<file path="src/rtl/mbx_pkg.sv">
package mbx_pkg;
  // fixed RAM layout (byte addresses)
  localparam int unsigned LOC_MODE = 8'h1A;
  localparam int unsigned LOC_RIDX = 8'h1B;
  localparam int unsigned LOC_RVAL = 8'h1C;
  localparam int unsigned LOC_IRQ  = 8'h1E;
  localparam int unsigned LOC_STAT = 8'h1F;
  localparam int unsigned LOC_BUF  = 8'h20;

  typedef enum logic [7:0] {
    REQ_IDLE  = 8'd0,
    REQ_WRITE = 8'd1,
    REQ_READ  = 8'd2
  } req_code_e;

  typedef enum logic {
    AG_SCAN = 1'b0,
    AG_ACK  = 1'b1
  } agent_state_e;
endpackage

</file>
<file path="src/rtl/mbx_ram.sv">
module mbx_ram
  import mbx_pkg::*;
#(
  parameter int AW = 6,
  parameter int IW = 3
) (
  input  logic          clk,
  input  logic          rst_n,
  input  logic          h_we,
  input  logic [AW-1:0] h_addr,
  input  logic [7:0]    h_wdata,
  output logic [7:0]    h_rdata,
  input  logic          a_we,
  input  logic [AW-1:0] a_addr,
  input  logic [7:0]    a_wdata,
  output logic [7:0]    mode_o,
  output logic [IW-1:0] ridx_o,
  output logic [7:0]    rval_o
);
  localparam int DEPTH = 1 << AW;

  logic [7:0] mem_q [DEPTH];

  // host write is applied last, so it wins an address clash
  always_ff @(posedge clk or negedge rst_n) begin
    if (!rst_n) begin
      for (int i = 0; i < DEPTH; i++) mem_q[i] <= '0;
    end else begin
      if (a_we) mem_q[a_addr] <= a_wdata;
      if (h_we) mem_q[h_addr] <= h_wdata;
    end
  end

  logic [7:0] ridx_full;
  assign h_rdata   = mem_q[h_addr];
  assign mode_o    = mem_q[AW'(LOC_MODE)];
  assign ridx_full = mem_q[AW'(LOC_RIDX)];
  assign ridx_o    = ridx_full[IW-1:0];
  assign rval_o    = mem_q[AW'(LOC_RVAL)];
endmodule

</file>
<file path="src/rtl/mbx_regfile.sv">
module mbx_regfile #(
  parameter int NREG  = 8,
  parameter int DEPTH = 32
) (
  input  logic                       clk,
  input  logic                       rst_n,
  input  logic                       we,
  input  logic [$clog2(NREG)-1:0]    addr,
  input  logic [7:0]                 wdata,
  output logic [7:0]                 rdata,
  input  logic [7:0]                 irq_code,
  input  logic                       rx_valid,
  input  logic [7:0]                 rx_data,
  input  logic [$clog2(DEPTH)-1:0]   buf_addr,
  output logic [7:0]                 buf_data,
  output logic [$clog2(DEPTH+1)-1:0] count_o
);
  localparam int RAW   = $clog2(NREG);
  localparam int CW    = $clog2(DEPTH + 1);
  localparam int PLAIN = NREG - 2;
  localparam logic [RAW-1:0] IRQ_IDX  = RAW'(NREG - 2);
  localparam logic [RAW-1:0] STAT_IDX = RAW'(NREG - 1);

  logic [7:0]    store_q [NREG];
  logic [7:0]    buf_q   [DEPTH];
  logic [CW-1:0] count_q, count_d;
  logic          clr, push;

  assign clr  = we && (addr == STAT_IDX);
  assign push = rx_valid && (count_q < CW'(DEPTH));

  // plain registers, one enable per slot
  for (genvar g = 0; g < NREG; g++) begin : g_reg
    if (g < PLAIN) begin : g_plain
      always_ff @(posedge clk or negedge rst_n) begin
        if (!rst_n)                        store_q[g] <= '0;
        else if (we && addr == RAW'(g))    store_q[g] <= wdata;
      end
    end else begin : g_fixed
      assign store_q[g] = '0;
    end
  end

  always_comb begin
    count_d = count_q;
    if (clr)       count_d = '0;
    else if (push) count_d = count_q + CW'(1);
  end

  always_ff @(posedge clk or negedge rst_n) begin
    if (!rst_n) count_q <= '0;
    else        count_q <= count_d;
  end

  always_ff @(posedge clk or negedge rst_n) begin
    if (!rst_n) begin
      for (int i = 0; i < DEPTH; i++) buf_q[i] <= '0;
    end else if (push && !clr) begin
      buf_q[count_q[CW-2:0]] <= rx_data;
    end
  end

  always_comb begin
    if (addr == IRQ_IDX)       rdata = irq_code;
    else if (addr == STAT_IDX) rdata = 8'(count_q);
    else                       rdata = store_q[addr];
  end

  assign buf_data = buf_q[buf_addr];
  assign count_o  = count_q;
endmodule

</file>
<file path="src/rtl/mbx_agent.sv">
module mbx_agent
  import mbx_pkg::*;
#(
  parameter int AW    = 6,
  parameter int RAW   = 3,
  parameter int DEPTH = 32,
  parameter int CW    = 6
) (
  input  logic                     clk,
  input  logic                     rst_n,
  input  logic [7:0]               mode_b,
  input  logic [RAW-1:0]           ridx_b,
  input  logic [7:0]               rval_b,
  input  logic [7:0]               reg_rdata,
  input  logic [7:0]               irq_code,
  input  logic [CW-1:0]            count,
  input  logic [7:0]               buf_data,
  output logic                     ram_we,
  output logic [AW-1:0]            ram_addr,
  output logic [7:0]               ram_wdata,
  output logic                     reg_we,
  output logic [RAW-1:0]           reg_addr,
  output logic [7:0]               reg_wdata,
  output logic [$clog2(DEPTH)-1:0] buf_addr,
  output logic                     ack_o
);
  localparam int SPAN = DEPTH + 2;
  localparam int SW   = $clog2(SPAN);
  localparam int BAW  = $clog2(DEPTH);

  agent_state_e  state_q, state_d;
  logic [SW-1:0] scan_q, scan_d;

  always_comb begin
    state_d   = state_q;
    scan_d    = scan_q;
    ram_we    = 1'b0;
    ram_addr  = AW'(LOC_MODE);
    ram_wdata = '0;
    reg_we    = 1'b0;
    reg_addr  = ridx_b;
    reg_wdata = rval_b;
    buf_addr  = BAW'(scan_q - SW'(2));
    case (state_q)
      AG_ACK: begin
        ram_we    = 1'b1;
        ram_addr  = AW'(LOC_MODE);
        ram_wdata = REQ_IDLE;
        state_d   = AG_SCAN;
      end
      default: begin
        if (mode_b == REQ_WRITE) begin
          reg_we  = 1'b1;
          state_d = AG_ACK;
        end else if (mode_b == REQ_READ) begin
          ram_we    = 1'b1;
          ram_addr  = AW'(LOC_RVAL);
          ram_wdata = reg_rdata;
          state_d   = AG_ACK;
        end else if (mode_b != REQ_IDLE) begin
          state_d = AG_ACK;
        end else begin
          ram_we = 1'b1;
          if (scan_q == SW'(0)) begin
            ram_addr  = AW'(LOC_IRQ);
            ram_wdata = irq_code;
          end else if (scan_q == SW'(1)) begin
            ram_addr  = AW'(LOC_STAT);
            ram_wdata = 8'(count);
          end else begin
            ram_addr  = AW'(LOC_BUF) + AW'(buf_addr);
            ram_wdata = buf_data;
          end
          scan_d = (scan_q == SW'(SPAN - 1)) ? '0 : scan_q + SW'(1);
        end
      end
    endcase
  end

  always_ff @(posedge clk or negedge rst_n) begin
    if (!rst_n) begin
      state_q <= AG_SCAN;
      scan_q  <= '0;
    end else begin
      state_q <= state_d;
      scan_q  <= scan_d;
    end
  end

  assign ack_o = (state_q == AG_ACK);
endmodule

</file>
<file path="src/rtl/mailbox_bridge.sv">
module mailbox_bridge
  import mbx_pkg::*;
#(
  parameter int RAM_AW     = 6,
  parameter int FIFO_DEPTH = 32,
  parameter int NREG       = 8
) (
  input  logic       clk,
  input  logic       rst_n,
  input  logic       hp_addr,
  input  logic       hp_we,
  input  logic [7:0] hp_wdata,
  output logic [7:0] hp_rdata,
  input  logic [7:0] irq_code,
  input  logic       rx_valid,
  input  logic [7:0] rx_data
);
  localparam int RAW   = $clog2(NREG);
  localparam int CNT_W = $clog2(FIFO_DEPTH + 1);
  localparam int BAW   = $clog2(FIFO_DEPTH);

  logic [RAM_AW-1:0] index_q;
  logic [7:0]        ram_hrd, mode_b, rval_b, reg_rdata, reg_wdata, buf_data;
  logic [7:0]        ag_wdata;
  logic [RAW-1:0]    ridx_b, reg_addr;
  logic [RAM_AW-1:0] ag_addr;
  logic [BAW-1:0]    buf_addr;
  logic [CNT_W-1:0]  rx_count;
  logic              ag_we, reg_we, ack, host_ram_we, mode_busy;

  // index register
  always_ff @(posedge clk or negedge rst_n) begin
    if (!rst_n)                 index_q <= '0;
    else if (hp_we && !hp_addr) index_q <= hp_wdata[RAM_AW-1:0];
  end

  // a posted request is locked until the agent returns it to idle
  assign mode_busy   = (index_q == RAM_AW'(LOC_MODE)) && (mode_b != REQ_IDLE);
  assign host_ram_we = hp_we && hp_addr && !mode_busy;
  assign hp_rdata    = hp_addr ? ram_hrd : 8'(index_q);

  mbx_ram #(.AW(RAM_AW), .IW(RAW)) u_ram (
    .clk(clk), .rst_n(rst_n),
    .h_we(host_ram_we), .h_addr(index_q), .h_wdata(hp_wdata), .h_rdata(ram_hrd),
    .a_we(ag_we), .a_addr(ag_addr), .a_wdata(ag_wdata),
    .mode_o(mode_b), .ridx_o(ridx_b), .rval_o(rval_b)
  );

  mbx_regfile #(.NREG(NREG), .DEPTH(FIFO_DEPTH)) u_regs (
    .clk(clk), .rst_n(rst_n),
    .we(reg_we), .addr(reg_addr), .wdata(reg_wdata), .rdata(reg_rdata),
    .irq_code(irq_code), .rx_valid(rx_valid), .rx_data(rx_data),
    .buf_addr(buf_addr), .buf_data(buf_data), .count_o(rx_count)
  );

  mbx_agent #(.AW(RAM_AW), .RAW(RAW), .DEPTH(FIFO_DEPTH), .CW(CNT_W)) u_agent (
    .clk(clk), .rst_n(rst_n),
    .mode_b(mode_b), .ridx_b(ridx_b), .rval_b(rval_b), .reg_rdata(reg_rdata),
    .irq_code(irq_code), .count(rx_count), .buf_data(buf_data),
    .ram_we(ag_we), .ram_addr(ag_addr), .ram_wdata(ag_wdata),
    .reg_we(reg_we), .reg_addr(reg_addr), .reg_wdata(reg_wdata),
    .buf_addr(buf_addr), .ack_o(ack)
  );
endmodule

</file>
<file path="config.mk">
export PLATFORM = sky130hd
export DESIGN_NAME = mailbox_bridge
export DESIGN_NICKNAME = d
export VERILOG_FILES = /design/src/rtl/mbx_pkg.sv /design/src/rtl/mbx_ram.sv /design/src/rtl/mbx_regfile.sv /design/src/rtl/mbx_agent.sv /design/src/rtl/mailbox_bridge.sv
export SDC_FILE = /design/constraint.sdc
export NUM_CORES = 2
export LEC_CHECK = 0
export ABC_AREA = 1
export BUFFER_PORTS_ARGS = -buffer_cell sky130_fd_sc_hd__buf_4
export CAP_MARGIN = 5
export CORE_MARGIN = 8
export CORE_UTILIZATION = 60
export CTS_BUF_LIST = sky130_fd_sc_hd__clkbuf_2 sky130_fd_sc_hd__clkbuf_4 sky130_fd_sc_hd__clkbuf_8
export CTS_CLUSTER_DIAMETER = 30
export DETAILED_ROUTE_END_ITERATION = 8
export PLACE_DENSITY = 0.85
export SLEW_MARGIN = 20
export SYNTH_ARGS = -nofsm -noshare
export SYNTH_HDL_FRONTEND = slang
export SYNTH_SLANG_ARGS = --single-unit
</file>
<file path="constraint.sdc">
create_clock -name clk -period 3.7 [get_ports clk]
set_input_delay 0.185 -clock clk [delete_from_list [all_inputs] [get_ports clk]]
set_output_delay 0.185 -clock clk [all_outputs]
set_load 0.01 [all_outputs]
</file>
==> results.json <==
{
  "clk_pin_slew_worst_paths_ns": 0.06,
  "fin_worst_skew_ns": 0.0321,
  "rrSetupSlack_ns": 0.33,
  "first_pass_iters": 8,
  "antenna_found_initial": 5,
  "utilization_pct": 68.5,
  "vdd_ir_drop_max_v": 0.00106,
  "period_minus_slack_ns": 3.70,
  "cp_slowest_cell": "dfrtp_2",
  "drive_gt1_share_pct": 9.98,
  "fillers": 5102,
  "report.final.slew_viol_count": 0,
  "leakage_nw": 21.4,
  "grt_max_degree": 171,
  "crit_arrival_ns": 3.52,
  "cts-root-buf": "clkbuf_8",
  "area_delta_synth_final_pct": 12.8,
  "cts_buffers": 159,
  "syn_avg_cell_area_um2": 7.71,
  "rsz0062_at_grt": "yes",
  "slew_headroom_pct": 24.7,
  "cts.sink_count": 835,
  "drtAntennaViolNets": 0,
  "switching_power_mw": 18.0,
  "power_density_nw_per_um2": 890,
  "synth-edff-count": 0,
  "worst_pin_slew_ns": 1.13,
  "drt_wl_total_um": 135000,
  "reg2reg_depth": 10,
  "failed_checks": "setup timing",
  "startpoint_type": "flip-flop",
  "ys_ff_latch": 835,
  "end_kind": "output port",
  "finalSetupViolCount": 1,
  "cts_tree": "yes",
  "p_int_mw": 23.2,
  "r2r_end": "u_ram.mem_q[41]$_DFF_PN0_",
  "max_freq_ghz": 0.270,
  "netlist_area_um2": 41000,
  "die_w_um": 277,
  "yosysWarnings": 0,
  "vias": 40300,
  "track_usage_pct": 34.3,
  "route.detailed.drc": 0,
  "power.share.clock_pct": 25.8,
  "coreArea_um2": 67400,
  "grt_pass1_wl_um": 212000,
  "clockBufferDepth": 3,
  "slowest_delay_ns": 0.46,
  "maxCapViolCount": 0,
  "cp_max_fo": 25,
  "route.detailed.wl_per_inst_um": 21.4,
  "fin_nets": 5353,
  "multi_input_area_um2": 17800,
  "path_delay_family": "buffers and inverters",
  "netSwitchingFraction_pct": 43.7,
  "seq_area_um2": 20900,
  "fin_ws_ns": -0.000820,
  "syn_inst": 5311,
  "htree_levels": 4,
  "status": "finished, violations left",
  "initial_core_util_pct": 60.8,
  "synth_fp_nets": 5349,
  "gp_congestion": 0.968,
  "io_pins": 37,
  "power.total_mw": 41.1,
  "ys_types": 44,
  "clk_latency_ns": 0.83,
  "path_buf_inv": 4,
  "final.setup.tns_ns": -0.000820,
  "cts_setup_buffers": 0,
  "die_area_um2": 76900,
  "critPathRequiredTime_ns": 3.51,
  "fp-row-count": 95,
  "rr_startpoint": "u_ram.mode_o[4]$_DFF_PN0_",
  "worstPathCellList": "inv_2, nand3_1, inv_2, buf_12, nand2_1, nand4_1, o21ai_0, nand2_1, nor2_1, a21oi_1, buf_4",
  "hold_viol": 0,
  "synthFlopType": "dfrtp_1",
  "fin_crit_sh_pct": 100,
  "p_seq_share_pct": 33.9,
  "worstHoldPathType": "in -> async",
  "grt_overflow": 0,
  "grt_pass1_vias": 38400,
  "async_flop_share_pct": 100,
  "dieHeight_um": 277,
  "comb_power_share_pct": 40.3,
  "via_per_inst": 6.37,
  "drt-initial-drc-count": 6306,
  "portBuffers": 36,
  "seq_area_frac_synth_pct": 51.0,
  "worstSetupPathType": "reg -> out",
  "place_hpwl_um": 81700
}
per-stage QoR:
stage	hold slack, ns	std cells	area, um2	setup WS, ns
CTS	0.0217	6314	46100	0.0232
finish	0.0248	6318	46200	-0.000820
global route	0.0465	6317	46200	0.00323
floorplan	-0.111	5311	41000	0.631
global placement	0.302	6010	42200	0.587
detailed placement	0.300	6010	42200	0.525
power groups by stage:
stage               Combinational, mW  Sequential (mW)  Clock [mW]
finish                           16.6             13.9        10.6
global route                     17.6             14.2        11.1
CTS                              15.8             13.8        10.6
detailed placement               15.6             13.9           0
global placement                 15.3             13.8           0
floorplan                        10.4             13.3           0
how the worst max path moves through the flow:
| stage | startpoint | end | slack, ns | cells after the start |
|---|---|---|---|---|
| 6_report | index_q[2]$_DFFE_PN0P_ | hp_rdata[6] | -0.0008 | 11 |
| 5_1_grt | index_q[2]$_DFFE_PN0P_ | hp_rdata[4] | 0.003 | 15 |
| 4_1_cts | index_q[1]$_DFFE_PN0P_ | hp_rdata[4] | 0.02 | 13 |
| 3_5_place_dp | u_ram.ridx_full[2]$_DFF_PN0_ | u_regs.buf_q[142]$_DFFE_PN0P_ | 0.53 | 10 |
| 3_3_place_gp | u_ram.ridx_full[2]$_DFF_PN0_ | u_regs.buf_q[201]$_DFFE_PN0P_ | 0.59 | 10 |
| 2_1_floorplan | u_agent.scan_q[1]$_DFFE_PN0P_ | u_ram.mem_q[152]$_DFF_PN0_ | 0.63 | 16 |
cells in the final DEF (no fill, tap or decap), types with 36 or more instances in the layout:
master    instances
o21ai_0         612
dfrtp_1         830
clkbuf_8        191
a21oi_1         574
o22ai_1          36
a22oi_1          48
buf_4           119
nand2_1        1443
nor2_1          532
nand3_1         366
nand4_1          44
inv_1           255
cells in the mapped netlist, types with 9 or more instances:
cell type / number / area share (%)
a21oi_1: 575 / 7.0
a221oi_1: 26 / 0.56
a22o_1: 11 / 0.24
a22oi_1: 48 / 0.88
buf_1: 25 / 0.23
buf_2: 43 / 0.53
clkbuf_1: 250 / 2.3
dfrtp_1: 835 / 51
ha_1: 9 / 0.27
inv_1: 262 / 2.4
inv_2: 27 / 0.25
nand2_1: 1443 / 13
nand2_2: 10 / 0.15
nand3_1: 368 / 4.5
nand4_1: 44 / 0.67
nor2_1: 534 / 4.9
nor2_2: 22 / 0.34
nor2_4: 9 / 0.25
nor3_1: 18 / 0.22
o2111ai_1: 10 / 0.21
o211ai_1: 14 / 0.26
o21a_1: 10 / 0.18
o21ai_0: 622 / 7.6
o22ai_1: 36 / 0.55
timing repair:
item                                    4_1_cts  5_1_grt
hold endpoints to repair                    545        4
endpoints found under the setup margin        8        8
gates resized for setup                       7       23
hold buffers                                 16        1
registers in the layout (all words and copies together) (netlist names):
name,cells
u_regs.count_o,6
u_regs.store_q,48
u_regs.buf_q,256
u_agent.ack_o,1
index_q,6
u_agent.scan_q,6
u_ram.mode_o,8
u_ram.ridx_full,8
u_ram.rval_o,8
u_ram.mem_q,488
layout make-up:
type	count	area share, %
sequential	835	45.2
clock inverter	69	2.03
clock buffer	219	6.15
timing repair buffer	161	3.36
multi-input combinational	3864	38.4
antenna	3	0.0162
inverter	294	2.41
tap	873	2.36
worst register-to-register path, delay by kind of cell (launching register included):
kind                   cells  cell delay (ns)
AOI/OAI and AO/OA          1             0.06
buffers and inverters      2             0.49
DFF                        1             0.39
and+or+nand+nor            7             2.33
metal layers:
layer  up-vias  global-route usage (%)  part of all wire (%)
met5         -                   0.320                 0.021
li1      17700                       -                     -
met3       707                    10.4                    14
met4         4                    20.7                   6.4
met1     18900                    45.3                    37
met2      3032                    49.5                    42
logic make-up (layout without fill, tap and decap cells):
logic type      Yosys count  count (layout)  synth area share (%)
xor+xnor                  5               5                 0.125
other cells               0               3                     0
simple gates           2477            2477                  24.9
mux                       3               3                0.0825
fa+ha+maj                 9               9                 0.275
compound gates         1370            1370                  17.8
flops                   835             835                  51.0
buf+inv                 612             743                  5.74
Power figures use the tool's default switching activity.
